--- src/rtl/rb_pkg.sv ---
package rb_pkg;

    typedef enum logic [2:0] {
        OP_SETUP   = 3'd0,
        OP_EMPTY   = 3'd1,
        OP_FULL    = 3'd2,
        OP_TAKE    = 3'd3,
        OP_GIVE    = 3'd4,
        OP_DISCARD = 3'd5
    } rb_op_e;

    typedef enum logic [1:0] {
        ST_IDLE,
        ST_ACQ,
        ST_ACC,
        ST_REL
    } rb_st_e;

    localparam int HDR_MASK_OFS = 3;
    localparam int HDR_PROD_OFS = 2;
    localparam int HDR_CONS_OFS = 1;

endpackage

--- src/rtl/rb_slot_table.sv ---
module rb_slot_table #(
    parameter int AW    = 16,
    parameter int NSLOT = 4,
    localparam int SW   = $clog2(NSLOT)
) (
    input  logic          clk,
    input  logic          rst_n,
    input  logic          wr_en,
    input  logic [SW-1:0] wr_slot,
    input  logic [AW-1:0] wr_base,
    input  logic [7:0]    wr_mask,
    input  logic [7:0]    wr_prod,
    input  logic [7:0]    wr_cons,
    input  logic [SW-1:0] rd_slot,
    output logic [AW-1:0] rd_base,
    output logic [7:0]    rd_mask,
    output logic [7:0]    rd_prod,
    output logic [7:0]    rd_cons
);

    logic [AW-1:0] base_q [NSLOT];
    logic [7:0]    mask_q [NSLOT];
    logic [7:0]    prod_q [NSLOT];
    logic [7:0]    cons_q [NSLOT];

    for (genvar s = 0; s < NSLOT; s++) begin : g_slot
        logic hit;
        assign hit = wr_en && (wr_slot == SW'(s));

        always_ff @(posedge clk or negedge rst_n) begin
            if (!rst_n) begin
                base_q[s] <= '0;
                mask_q[s] <= '0;
                prod_q[s] <= '0;
                cons_q[s] <= '0;
            end else if (hit) begin
                base_q[s] <= wr_base;
                mask_q[s] <= wr_mask;
                prod_q[s] <= wr_prod;
                cons_q[s] <= wr_cons;
            end
        end
    end

    assign rd_base = base_q[rd_slot];
    assign rd_mask = mask_q[rd_slot];
    assign rd_prod = prod_q[rd_slot];
    assign rd_cons = cons_q[rd_slot];

endmodule

--- src/rtl/rb_addr_gen.sv ---
module rb_addr_gen
    import rb_pkg::*;
#(
    parameter int AW = 16
) (
    input  rb_op_e        op,
    input  logic [1:0]    step,
    input  logic [AW-1:0] base,
    input  logic [7:0]    prod,
    input  logic [7:0]    cons,
    input  logic [7:0]    wdata,
    output logic [AW-1:0] addr,
    output logic          we,
    output logic [7:0]    data
);

    logic [AW-1:0] a_mask, a_prod, a_cons, a_slot_p, a_slot_c;

    always_comb begin
        a_mask   = base - AW'(HDR_MASK_OFS);
        a_prod   = base - AW'(HDR_PROD_OFS);
        a_cons   = base - AW'(HDR_CONS_OFS);
        a_slot_p = base + AW'(prod);
        a_slot_c = base + AW'(cons);
        addr     = base;
        we       = 1'b0;
        data     = 8'h00;
        unique case (op)
            OP_SETUP: begin
                addr = (step == 2'd0) ? a_mask : (step == 2'd1) ? a_prod : a_cons;
            end
            OP_DISCARD: begin
                addr = (step == 2'd0) ? a_mask : (step == 2'd1) ? a_prod : a_cons;
                we   = (step == 2'd2);
                data = cons;
            end
            OP_EMPTY: addr = a_prod;
            OP_FULL:  addr = a_cons;
            OP_TAKE: begin
                addr = (step == 2'd0) ? a_prod : (step == 2'd1) ? a_slot_c : a_cons;
                we   = (step == 2'd2);
                data = cons;
            end
            OP_GIVE: begin
                addr = (step == 2'd0) ? a_cons : (step == 2'd1) ? a_slot_p : a_prod;
                we   = (step != 2'd0);
                data = (step == 2'd1) ? wdata : prod;
            end
            default: addr = base;
        endcase
    end

endmodule

--- src/rtl/rb_ctrl.sv ---
module rb_ctrl
    import rb_pkg::*;
#(
    parameter int AW    = 16,
    parameter int NSLOT = 4,
    localparam int SW   = $clog2(NSLOT)
) (
    input  logic          clk,
    input  logic          rst_n,
    input  logic          cmd_valid,
    input  logic [2:0]    cmd_op,
    input  logic [SW-1:0] cmd_slot,
    input  logic [AW-1:0] cmd_base,
    input  logic [7:0]    cmd_wdata,
    input  logic [AW-1:0] tbl_base,
    input  logic [7:0]    tbl_mask,
    input  logic [7:0]    tbl_prod,
    input  logic [7:0]    tbl_cons,
    output logic          tbl_we,
    output logic [SW-1:0] tbl_slot,
    output logic [AW-1:0] upd_base,
    output logic [7:0]    upd_mask,
    output logic [7:0]    upd_prod,
    output logic [7:0]    upd_cons,
    input  logic          bus_gnt,
    input  logic          mem_ready,
    input  logic [7:0]    mem_rdata,
    output logic          bus_req,
    output logic          acc_valid,
    output rb_op_e        cur_op,
    output logic [1:0]    cur_step,
    output logic [AW-1:0] cur_base,
    output logic [7:0]    cur_prod,
    output logic [7:0]    cur_cons,
    output logic [7:0]    cur_wdata,
    output logic          busy,
    output logic          done,
    output logic          rsp_flag,
    output logic [7:0]    rsp_data
);

    typedef struct packed {
        rb_st_e        st;
        rb_op_e        op;
        logic [SW-1:0] slot;
        logic [7:0]    wdata;
        logic [AW-1:0] base;
        logic [7:0]    mask;
        logic [7:0]    prod;
        logic [7:0]    cons;
        logic [1:0]    step;
        logic          retry;
        logic          flag;
        logic [7:0]    rdata;
        logic          done;
    } ctrl_t;

    ctrl_t s_q, s_d;

    logic          is_setup, op_known, blocked;
    logic [1:0]    last_step;
    logic [7:0]    prod_inc, cons_inc;
    logic [AW-1:0] eff_base;
    rb_op_e        new_op;

    always_comb begin
        s_d       = s_q;
        tbl_we    = 1'b0;
        blocked   = 1'b0;
        new_op    = rb_op_e'(cmd_op);
        is_setup  = (new_op == OP_SETUP) || (new_op == OP_DISCARD);
        op_known  = (cmd_op <= 3'd5);
        eff_base  = is_setup ? cmd_base : tbl_base;
        prod_inc  = (s_q.prod + 8'd1) & s_q.mask;
        cons_inc  = (s_q.cons + 8'd1) & s_q.mask;
        last_step = ((s_q.op == OP_EMPTY) || (s_q.op == OP_FULL)) ? 2'd0 : 2'd2;

        unique case (s_q.st)
            ST_IDLE: begin
                s_d.done = 1'b0;
                if (cmd_valid) begin
                    s_d.op    = new_op;
                    s_d.slot  = cmd_slot;
                    s_d.wdata = cmd_wdata;
                    s_d.base  = eff_base;
                    s_d.mask  = is_setup ? 8'h00 : tbl_mask;
                    s_d.prod  = is_setup ? 8'h00 : tbl_prod;
                    s_d.cons  = is_setup ? 8'h00 : tbl_cons;
                    s_d.step  = 2'd0;
                    s_d.retry = 1'b0;
                    s_d.flag  = 1'b0;
                    if (!op_known || (eff_base == '0)) begin
                        s_d.done = 1'b1;
                        s_d.flag = !(is_setup && op_known);
                        tbl_we   = is_setup && op_known;
                    end else begin
                        s_d.st = ST_ACQ;
                    end
                end
            end
            ST_ACQ: begin
                if (bus_gnt) s_d.st = ST_ACC;
            end
            ST_ACC: begin
                if (mem_ready) begin
                    unique case (s_q.op)
                        OP_SETUP: begin
                            if (s_q.step == 2'd0) s_d.mask = mem_rdata;
                            if (s_q.step == 2'd1) s_d.prod = mem_rdata;
                            if (s_q.step == 2'd2) s_d.cons = mem_rdata;
                        end
                        OP_DISCARD: begin
                            if (s_q.step == 2'd0) s_d.mask = mem_rdata;
                            if (s_q.step == 2'd1) begin
                                s_d.prod = mem_rdata;
                                s_d.cons = mem_rdata;
                            end
                        end
                        OP_EMPTY: s_d.flag = (mem_rdata == s_q.cons);
                        OP_FULL:  s_d.flag = (prod_inc == mem_rdata);
                        OP_TAKE: begin
                            if (s_q.step == 2'd0) blocked = (mem_rdata == s_q.cons);
                            if (s_q.step == 2'd1) begin
                                s_d.rdata = mem_rdata;
                                s_d.cons  = cons_inc;
                            end
                        end
                        OP_GIVE: begin
                            if (s_q.step == 2'd0) blocked = (prod_inc == mem_rdata);
                            if (s_q.step == 2'd1) s_d.prod = prod_inc;
                        end
                        default: ;
                    endcase
                    if (blocked) begin
                        s_d.st    = ST_REL;
                        s_d.retry = 1'b1;
                    end else if (s_q.step == last_step) begin
                        s_d.st    = ST_REL;
                        s_d.retry = 1'b0;
                    end else begin
                        s_d.step = s_q.step + 2'd1;
                    end
                end
            end
            ST_REL: begin
                if (!bus_gnt) begin
                    s_d.step = 2'd0;
                    if (s_q.retry) begin
                        s_d.st    = ST_ACQ;
                        s_d.retry = 1'b0;
                    end else begin
                        s_d.st   = ST_IDLE;
                        s_d.done = 1'b1;
                        tbl_we   = 1'b1;
                    end
                end
            end
            default: s_d.st = ST_IDLE;
        endcase
    end

    always_ff @(posedge clk or negedge rst_n) begin
        if (!rst_n) begin
            s_q <= '{st: ST_IDLE, op: OP_SETUP, default: '0};
        end else begin
            s_q <= s_d;
        end
    end

    assign tbl_slot  = s_d.slot;
    assign upd_base  = s_d.base;
    assign upd_mask  = s_d.mask;
    assign upd_prod  = s_d.prod;
    assign upd_cons  = s_d.cons;

    assign bus_req   = (s_q.st == ST_ACQ) || (s_q.st == ST_ACC);
    assign acc_valid = (s_q.st == ST_ACC);
    assign cur_op    = s_q.op;
    assign cur_step  = s_q.step;
    assign cur_base  = s_q.base;
    assign cur_prod  = s_q.prod;
    assign cur_cons  = s_q.cons;
    assign cur_wdata = s_q.wdata;
    assign busy      = (s_q.st != ST_IDLE);
    assign done      = s_q.done;
    assign rsp_flag  = s_q.flag;
    assign rsp_data  = s_q.rdata;

endmodule

--- src/rtl/rb_ring_port.sv ---
module rb_ring_port
    import rb_pkg::*;
#(
    parameter int AW    = 16,
    parameter int NSLOT = 4,
    localparam int SW   = $clog2(NSLOT)
) (
    input  logic          clk,
    input  logic          rst_n,
    input  logic          cmd_valid,
    input  logic [2:0]    cmd_op,
    input  logic [SW-1:0] cmd_slot,
    input  logic [AW-1:0] cmd_base,
    input  logic [7:0]    cmd_wdata,
    output logic          busy,
    output logic          done,
    output logic          rsp_flag,
    output logic [7:0]    rsp_data,
    output logic          bus_req,
    input  logic          bus_gnt,
    output logic          mem_valid,
    output logic          mem_we,
    output logic [AW-1:0] mem_addr,
    output logic [7:0]    mem_wdata,
    input  logic          mem_ready,
    input  logic [7:0]    mem_rdata
);

    logic          tbl_we;
    logic [SW-1:0] tbl_slot;
    logic [AW-1:0] upd_base, tbl_base, cur_base;
    logic [7:0]    upd_mask, upd_prod, upd_cons;
    logic [7:0]    tbl_mask, tbl_prod, tbl_cons;
    logic [7:0]    cur_prod, cur_cons, cur_wdata;
    logic [1:0]    cur_step;
    rb_op_e        cur_op;

    rb_slot_table #(.AW(AW), .NSLOT(NSLOT)) u_table (
        .clk     (clk),
        .rst_n   (rst_n),
        .wr_en   (tbl_we),
        .wr_slot (tbl_slot),
        .wr_base (upd_base),
        .wr_mask (upd_mask),
        .wr_prod (upd_prod),
        .wr_cons (upd_cons),
        .rd_slot (cmd_slot),
        .rd_base (tbl_base),
        .rd_mask (tbl_mask),
        .rd_prod (tbl_prod),
        .rd_cons (tbl_cons)
    );

    rb_ctrl #(.AW(AW), .NSLOT(NSLOT)) u_ctrl (
        .clk       (clk),
        .rst_n     (rst_n),
        .cmd_valid (cmd_valid),
        .cmd_op    (cmd_op),
        .cmd_slot  (cmd_slot),
        .cmd_base  (cmd_base),
        .cmd_wdata (cmd_wdata),
        .tbl_base  (tbl_base),
        .tbl_mask  (tbl_mask),
        .tbl_prod  (tbl_prod),
        .tbl_cons  (tbl_cons),
        .tbl_we    (tbl_we),
        .tbl_slot  (tbl_slot),
        .upd_base  (upd_base),
        .upd_mask  (upd_mask),
        .upd_prod  (upd_prod),
        .upd_cons  (upd_cons),
        .bus_gnt   (bus_gnt),
        .mem_ready (mem_ready),
        .mem_rdata (mem_rdata),
        .bus_req   (bus_req),
        .acc_valid (mem_valid),
        .cur_op    (cur_op),
        .cur_step  (cur_step),
        .cur_base  (cur_base),
        .cur_prod  (cur_prod),
        .cur_cons  (cur_cons),
        .cur_wdata (cur_wdata),
        .busy      (busy),
        .done      (done),
        .rsp_flag  (rsp_flag),
        .rsp_data  (rsp_data)
    );

    rb_addr_gen #(.AW(AW)) u_addr (
        .op    (cur_op),
        .step  (cur_step),
        .base  (cur_base),
        .prod  (cur_prod),
        .cons  (cur_cons),
        .wdata (cur_wdata),
        .addr  (mem_addr),
        .we    (mem_we),
        .data  (mem_wdata)
    );

endmodule

--- config.mk ---
export PLATFORM = sky130hd
export DESIGN_NAME = rb_ring_port
export DESIGN_NICKNAME = d
export VERILOG_FILES = /design/src/rtl/rb_pkg.sv /design/src/rtl/rb_slot_table.sv /design/src/rtl/rb_addr_gen.sv /design/src/rtl/rb_ctrl.sv /design/src/rtl/rb_ring_port.sv
export SDC_FILE = /design/constraint.sdc
export NUM_CORES = 1
export LEC_CHECK = 0
export ABC_AREA = 1
export BUFFER_PORTS_ARGS = -buffer_cell sky130_fd_sc_hd__buf_2
export CORE_ASPECT_RATIO = 2
export CORE_MARGIN = 2
export CORE_UTILIZATION = 55
export DETAILED_ROUTE_END_ITERATION = 6
export PLACE_DENSITY = 0.72
export SLEW_MARGIN = 25
export SYNTH_ARGS = -nofsm -noshare
export SYNTH_HDL_FRONTEND = slang
export SYNTH_SLANG_ARGS = --single-unit
--- constraint.sdc ---
create_clock -name clk -period 4.15 [get_ports clk]
set_input_delay 0.83 -clock clk [delete_from_list [all_inputs] [get_ports clk]]
set_output_delay 0.83 -clock clk [all_outputs]
set_load 0.005 [all_outputs]
## After elaboration in Yosys (flattened, before gate mapping)

Index checks and enable logic that the tools add are counted.

- Input bits: 42
- Bits in registers: 228

- Reductions and logical operators: 31
- Bitwise logic cells: 3
- Equality and inequality tests: 27
- Mux-type cells: 74
- Order comparisons: 2
- Add/sub/neg operators: 8

Operators with widths:

| operator | number |
|---|---|
| 16-bit 2-to-1 mux | 10 |
| 8-bit 2-to-1 mux | 18 |
| 16-bit one-hot mux with 5 select lines | 1 |
| 59-bit 2-to-1 mux | 1 |
| 8-bit binary-select mux with 2-bit select | 3 |
| 24-bit one-hot mux with 2 select lines | 1 |
| 8-bit one-hot mux with 3 select lines | 2 |
| 36-bit 2-to-1 mux | 1 |
| 16-bit by 8-bit adder with 16-bit output | 2 |
| 16-bit binary-select mux with 2-bit select | 1 |
| 16-bit by 2-bit subtractor with 16-bit output, second input constant | 2 |
| 26-bit 2-to-1 mux | 1 |
| 2-bit 2-to-1 mux | 9 |
| 8-bit by 1-bit adder with 8-bit output, second input constant | 2 |
| 8-bit bitwise AND | 2 |
| 8-bit equality test | 2 |
| 16-bit logical NOT | 1 |
| 1-bit 2-to-1 mux | 16 |
| 8-bit one-hot mux with 2 select lines | 1 |
| 16-bit by 1-bit subtractor with 16-bit output, second input constant | 1 |
| 2-bit != test, second input constant | 7 |
| 1-bit one-hot mux with 2 select lines | 6 |
| 6-bit AND reduction | 2 |
| 2-bit equality test, second input constant | 5 |
| other kinds (26) | 48 |

## Depth between registers and ports, before layout

- Word-level depth: 12
- Mapped depth: 20
- Depth with buffers taken out: 17

## Modules after synthesis

A second synthesis with hierarchy kept.

- Cell total of the unflattened synthesis: 2,709
- Area total of the unflattened synthesis: 17,842.1 um2

Modules (own cells, without submodules):

| module | times used | seq. area each (um2) | area an instance (um2) | cells an instance |
|---|---|---|---|---|
| rb_slot_table | 1 | 4,003.8 | 8,519.4 | 1,171 |
| rb_ctrl | 1 | 1,701.6 | 5,322.6 | 750 |
| rb_addr_gen | 1 | 0.0 | 4,000.1 | 788 |

## Least setup slack after synthesis

Ideal clock, no wire load.

- Kind: register to output
- Start point: register u_ctrl.s_q, in the netlist u_ctrl.cur_base[1]
- End point: output mem_addr[14]
- Cell stages (with the launch flop): 14
- Setup slack: 0.915 ns
- Arrival: 2.405 ns
- Cells stage by stage: dfrtp_1 inv_1 fa_1 nand3b_1 nand2_1 a21boi_0 o21ai_0 nand3_1 nand2_1 nand2_1 o21ai_0 nand3_1 nand2_1 inv_1

- Word-level cells in the longest chain between the ends: 4
- Elaborated cells on any way between the ends: 12

RTL lines:

| element | RTL line | source |
|---|---|---|
| start, declared | rb_ctrl.sv:58 | `ctrl_t s_q, s_d;` |
| start signal, assigned | rb_ctrl.sv:164 | `s_q <= '{st: ST_IDLE, op: OP_SETUP, default: '0};` |
| start signal, assigned | rb_ctrl.sv:166 | `s_q <= s_d;` |
| 16-bit by 2-bit subtractor with 16-bit output (tied with other cells) | rb_addr_gen.sv:21 | `a_prod = base - AW'(HDR_PROD_OFS);` |
| 16-bit 2-to-1 mux (on tied branches) (2 in a row) | -- |  |
| 16-bit one-hot mux with 5 select lines (*) | rb_addr_gen.sv:28 | `unique case (op)` |
| end, declared | rb_ring_port.sv:23 | `output logic [AW-1:0] mem_addr,` |

Every way passes the cells marked *; elsewhere a longest branch is shown, timed or not.

## Worst setup path after layout

- Start point: register u_ctrl.s_q, in the netlist u_ctrl.cur_base[1]
- End point: output mem_addr[13]

The elaborated chain is that of the path after synthesis.

==> out/results.ini <==
[outcome]
status=finished clean

[worst_setup_path]
start_kind=flip-flop
max_stage_delay_ps=460
timing.critical_path.mode_cell=nor2_1
crit_type=flip-flop to output pin
r2r_end=u_table.base_q[17]
crit_chain=clkinvlp_4 -> buf_4 -> buf_4 -> ha_1 -> nand2_1 -> inv_1 -> nand2_1 -> xor2_1 -> nor2_1 -> o21ai_0 -> nand3_1 -> nand3_1 -> nor2_1 -> nor2_1 -> buf_2
regToRegSetupSlack_ps=910
worstRegToRegCells=11
crit_path_max_fanout=6
worstPathArrival_ps=3140
reg2reg_from=u_ctrl.s_q[66]
cp.required_ps=3320
setup.worst_path.end_class=output pin
slowest_stage=dfrtp_2

[final_layout]
nFillCells=2794
stdcell_area_mm2=0.0173
drive_above_1_share_pct=9.37
nets=2437
final_core_utilization_pct=60.4
antenna_cells=0
final_cells=2739
area_delta_synth_final_pct=8.70

[clock_tree]
cts_buffer_depth=3
clock-sinks=228
clk_pin_slew_ps=80
cts_made_buffers=23
cts_tree=done
htree_levels=1
clock_latency_ps=560
root_buffer=clkbuf_16

[synthesis]
synth.area.top_cells=dfrtp_1, nand2_1, nand4_1
async_reset_ff_share_pct=100
yosysMostFrequentCell=nand2_1
yosys-top-cells-count=nand2_1, dfrtp_1, nor2_1
synth_top_area_share_pct=35.9
synthCells=2354
synthFlopType=dfrtp_1
yosysTopAreaCell=dfrtp_1
ys_warn_count=0
synth_nets=2429
synth_cell_types=49
avgSynthCellArea_um2=6.75
synth-seq-cells=228
synth_edf_count=0
seq_area_frac_synth_pct=35.9
syn_area_mm2=0.0159

[route]
wl_um=58000
ant_nets=0
vias_per_cell=6.12
dr.pass1.iters=6
vias=16772
route.detailed.drc=0
drt_iter0_drc=1715
routedWlPerCell_um=21.2

[pwr]
p_per_area_mw_per_mm2=784
ir_worst_vdd_v=0.000499
p_total_mw=13.6
p_leak_nw=8.76

[global_route]
globalRoute.totalOverflow=0
grt_use_total_pct=37.4
antenna_found_initial=0
use_met3_pct=3.76
use_met1_pct=44.2
busiest_layer=met2
grt_start_max_net_pins=98
grt_pass1_wl_um=90000
grt_pass1_vias=16148
grt.met2_usage_pct=62.3

[sta]
relSlewSlack_pct=39.0
timing.final.crit_period_ps=3970
finClkSkew_ps=26.5
hold_viol=0
rsz0062_at_grt=yes
whs_ps=217
max_freq_mhz=252
finalMaxSlewViolations=0
max_slew.worst_pin.slew_ps=911
post-route-period-util_pct=95.6
setup_viol=0

[die]
core_area_mm2=0.0286
rows=88
dieArea_mm2=0.0304
die_h_um=244
initial_core_util_pct=55.5
pin_count=80
die_w_um=124

[placed_design]
numPortBuffers=79
dp.cells=2691
dp_hpwl_um=39900
gp_congestion=1.01
placed_area_mm2=0.0164

[job]
max_cap_violations=0

[hold_path]
hold_class=input port to async pin

## worst max-delay path by stage
stage	slack (ps)	to	start
floorplan	920	mem_addr[14]	u_ctrl.cur_base[1]
global placement	370	mem_addr[14]	u_ctrl.cur_base[1]
detailed placement	420	u_table.prod_q[15]	cmd_slot[0]
CTS	40	mem_addr[14]	u_ctrl.cur_base[0]
global route	-50	mem_addr[7]	u_ctrl.cur_base[1]
finish	180	mem_addr[13]	u_ctrl.cur_base[1]
## logic make-up (layout without fill, tap and decap cells)
kind of cell,after synthesis,in the layout,synth area share [%]
AND/OR/NAND/NOR,1346,1346,36.4
AO/OA/AOI/OAI,362,362,13.1
buffers and inverters,345,370,9.81
flip-flops,228,228,35.9
XOR/XNOR,40,40,2.20
adder cells (fa/ha/maj),33,33,2.69
## worst max-delay path, delay by kind of cell, from the launching register on
kind / cells / cell delay (ps)
buf+inv: 5 / 740
simple gates: 7 / 730
flops: 1 / 460
xor+xnor: 1 / 250
fa+ha+maj: 1 / 240
compound gates: 1 / 160
## placed cells by master, fill, tap and decap left out, types with 37 or more instances in the layout
cell type,count
nand2_1,807
dfrtp_1,223
nor2_1,194
nand4_1,174
inv_1,171
o21ai_0,152
nand3_1,121
a21oi_1,80
buf_2,78
buf_4,56
xor2_1,37
## per-layer routing
metal | vias to the layer above | share of wire (%)
li1 | 7818 | -
met1 | 7816 | 36
met2 | 889 | 48
met3 | 249 | 6.9
met4 | 0 | 9.0
met5 | - | 0
## per-stage QoR
step | setup TNS [ps] | setup slack, ps
6_report | 0 | 181
5_1_grt | -127 | -50.7
4_1_cts | 0 | 44.6
3_5_place_dp | 0 | 420
3_3_place_gp | 0 | 368
2_1_floorplan | 0 | 915
## registers in the layout, indices dropped and copies added (netlist names)
signal,cells
u_ctrl.done,1
u_table.cons_q,32
u_ctrl.cur_step,2
u_ctrl.s_q,13
u_ctrl.rsp_flag,1
u_table.prod_q,32
u_ctrl.cur_wdata,8
u_table.mask_q,32
u_table.base_q,64
u_ctrl.cur_prod,8
u_ctrl.cur_cons,8
u_ctrl.cur_base,16
u_ctrl.cur_op,3
u_ctrl.rsp_data,8
## power by group
part | internal (mW) | total, mW | switching (mW) | leakage (nW)
Combinational | 2.21 | 7.76 | 5.56 | 5.35
Clock | 1.19 | 2.15 | 0.959 | 0.368
Sequential | 2.98 | 3.65 | 0.664 | 3.05
## cell type report
class	instances	area [um2]	share of cell area [%]
multi-input cells	1781	8680	50.3
repair buffers	142	966	5.59
clock buffers	31	656	3.79
flip-flops and latches	228	5710	33.1
clock inverters	11	109	0.630
inverters	186	704	4.08
well taps	360	450	2.61
## timing repair
| action | 4_1_cts | 5_1_grt |
|---|---|---|
| buffers inserted | 2 | 4 |
| resized for setup | 2 | 10 |
| setup endpoints to repair | 4 | 12 |
| hold buffers | 0 | 0 |
No activity file was read; power rests on OpenSTA's default activity.
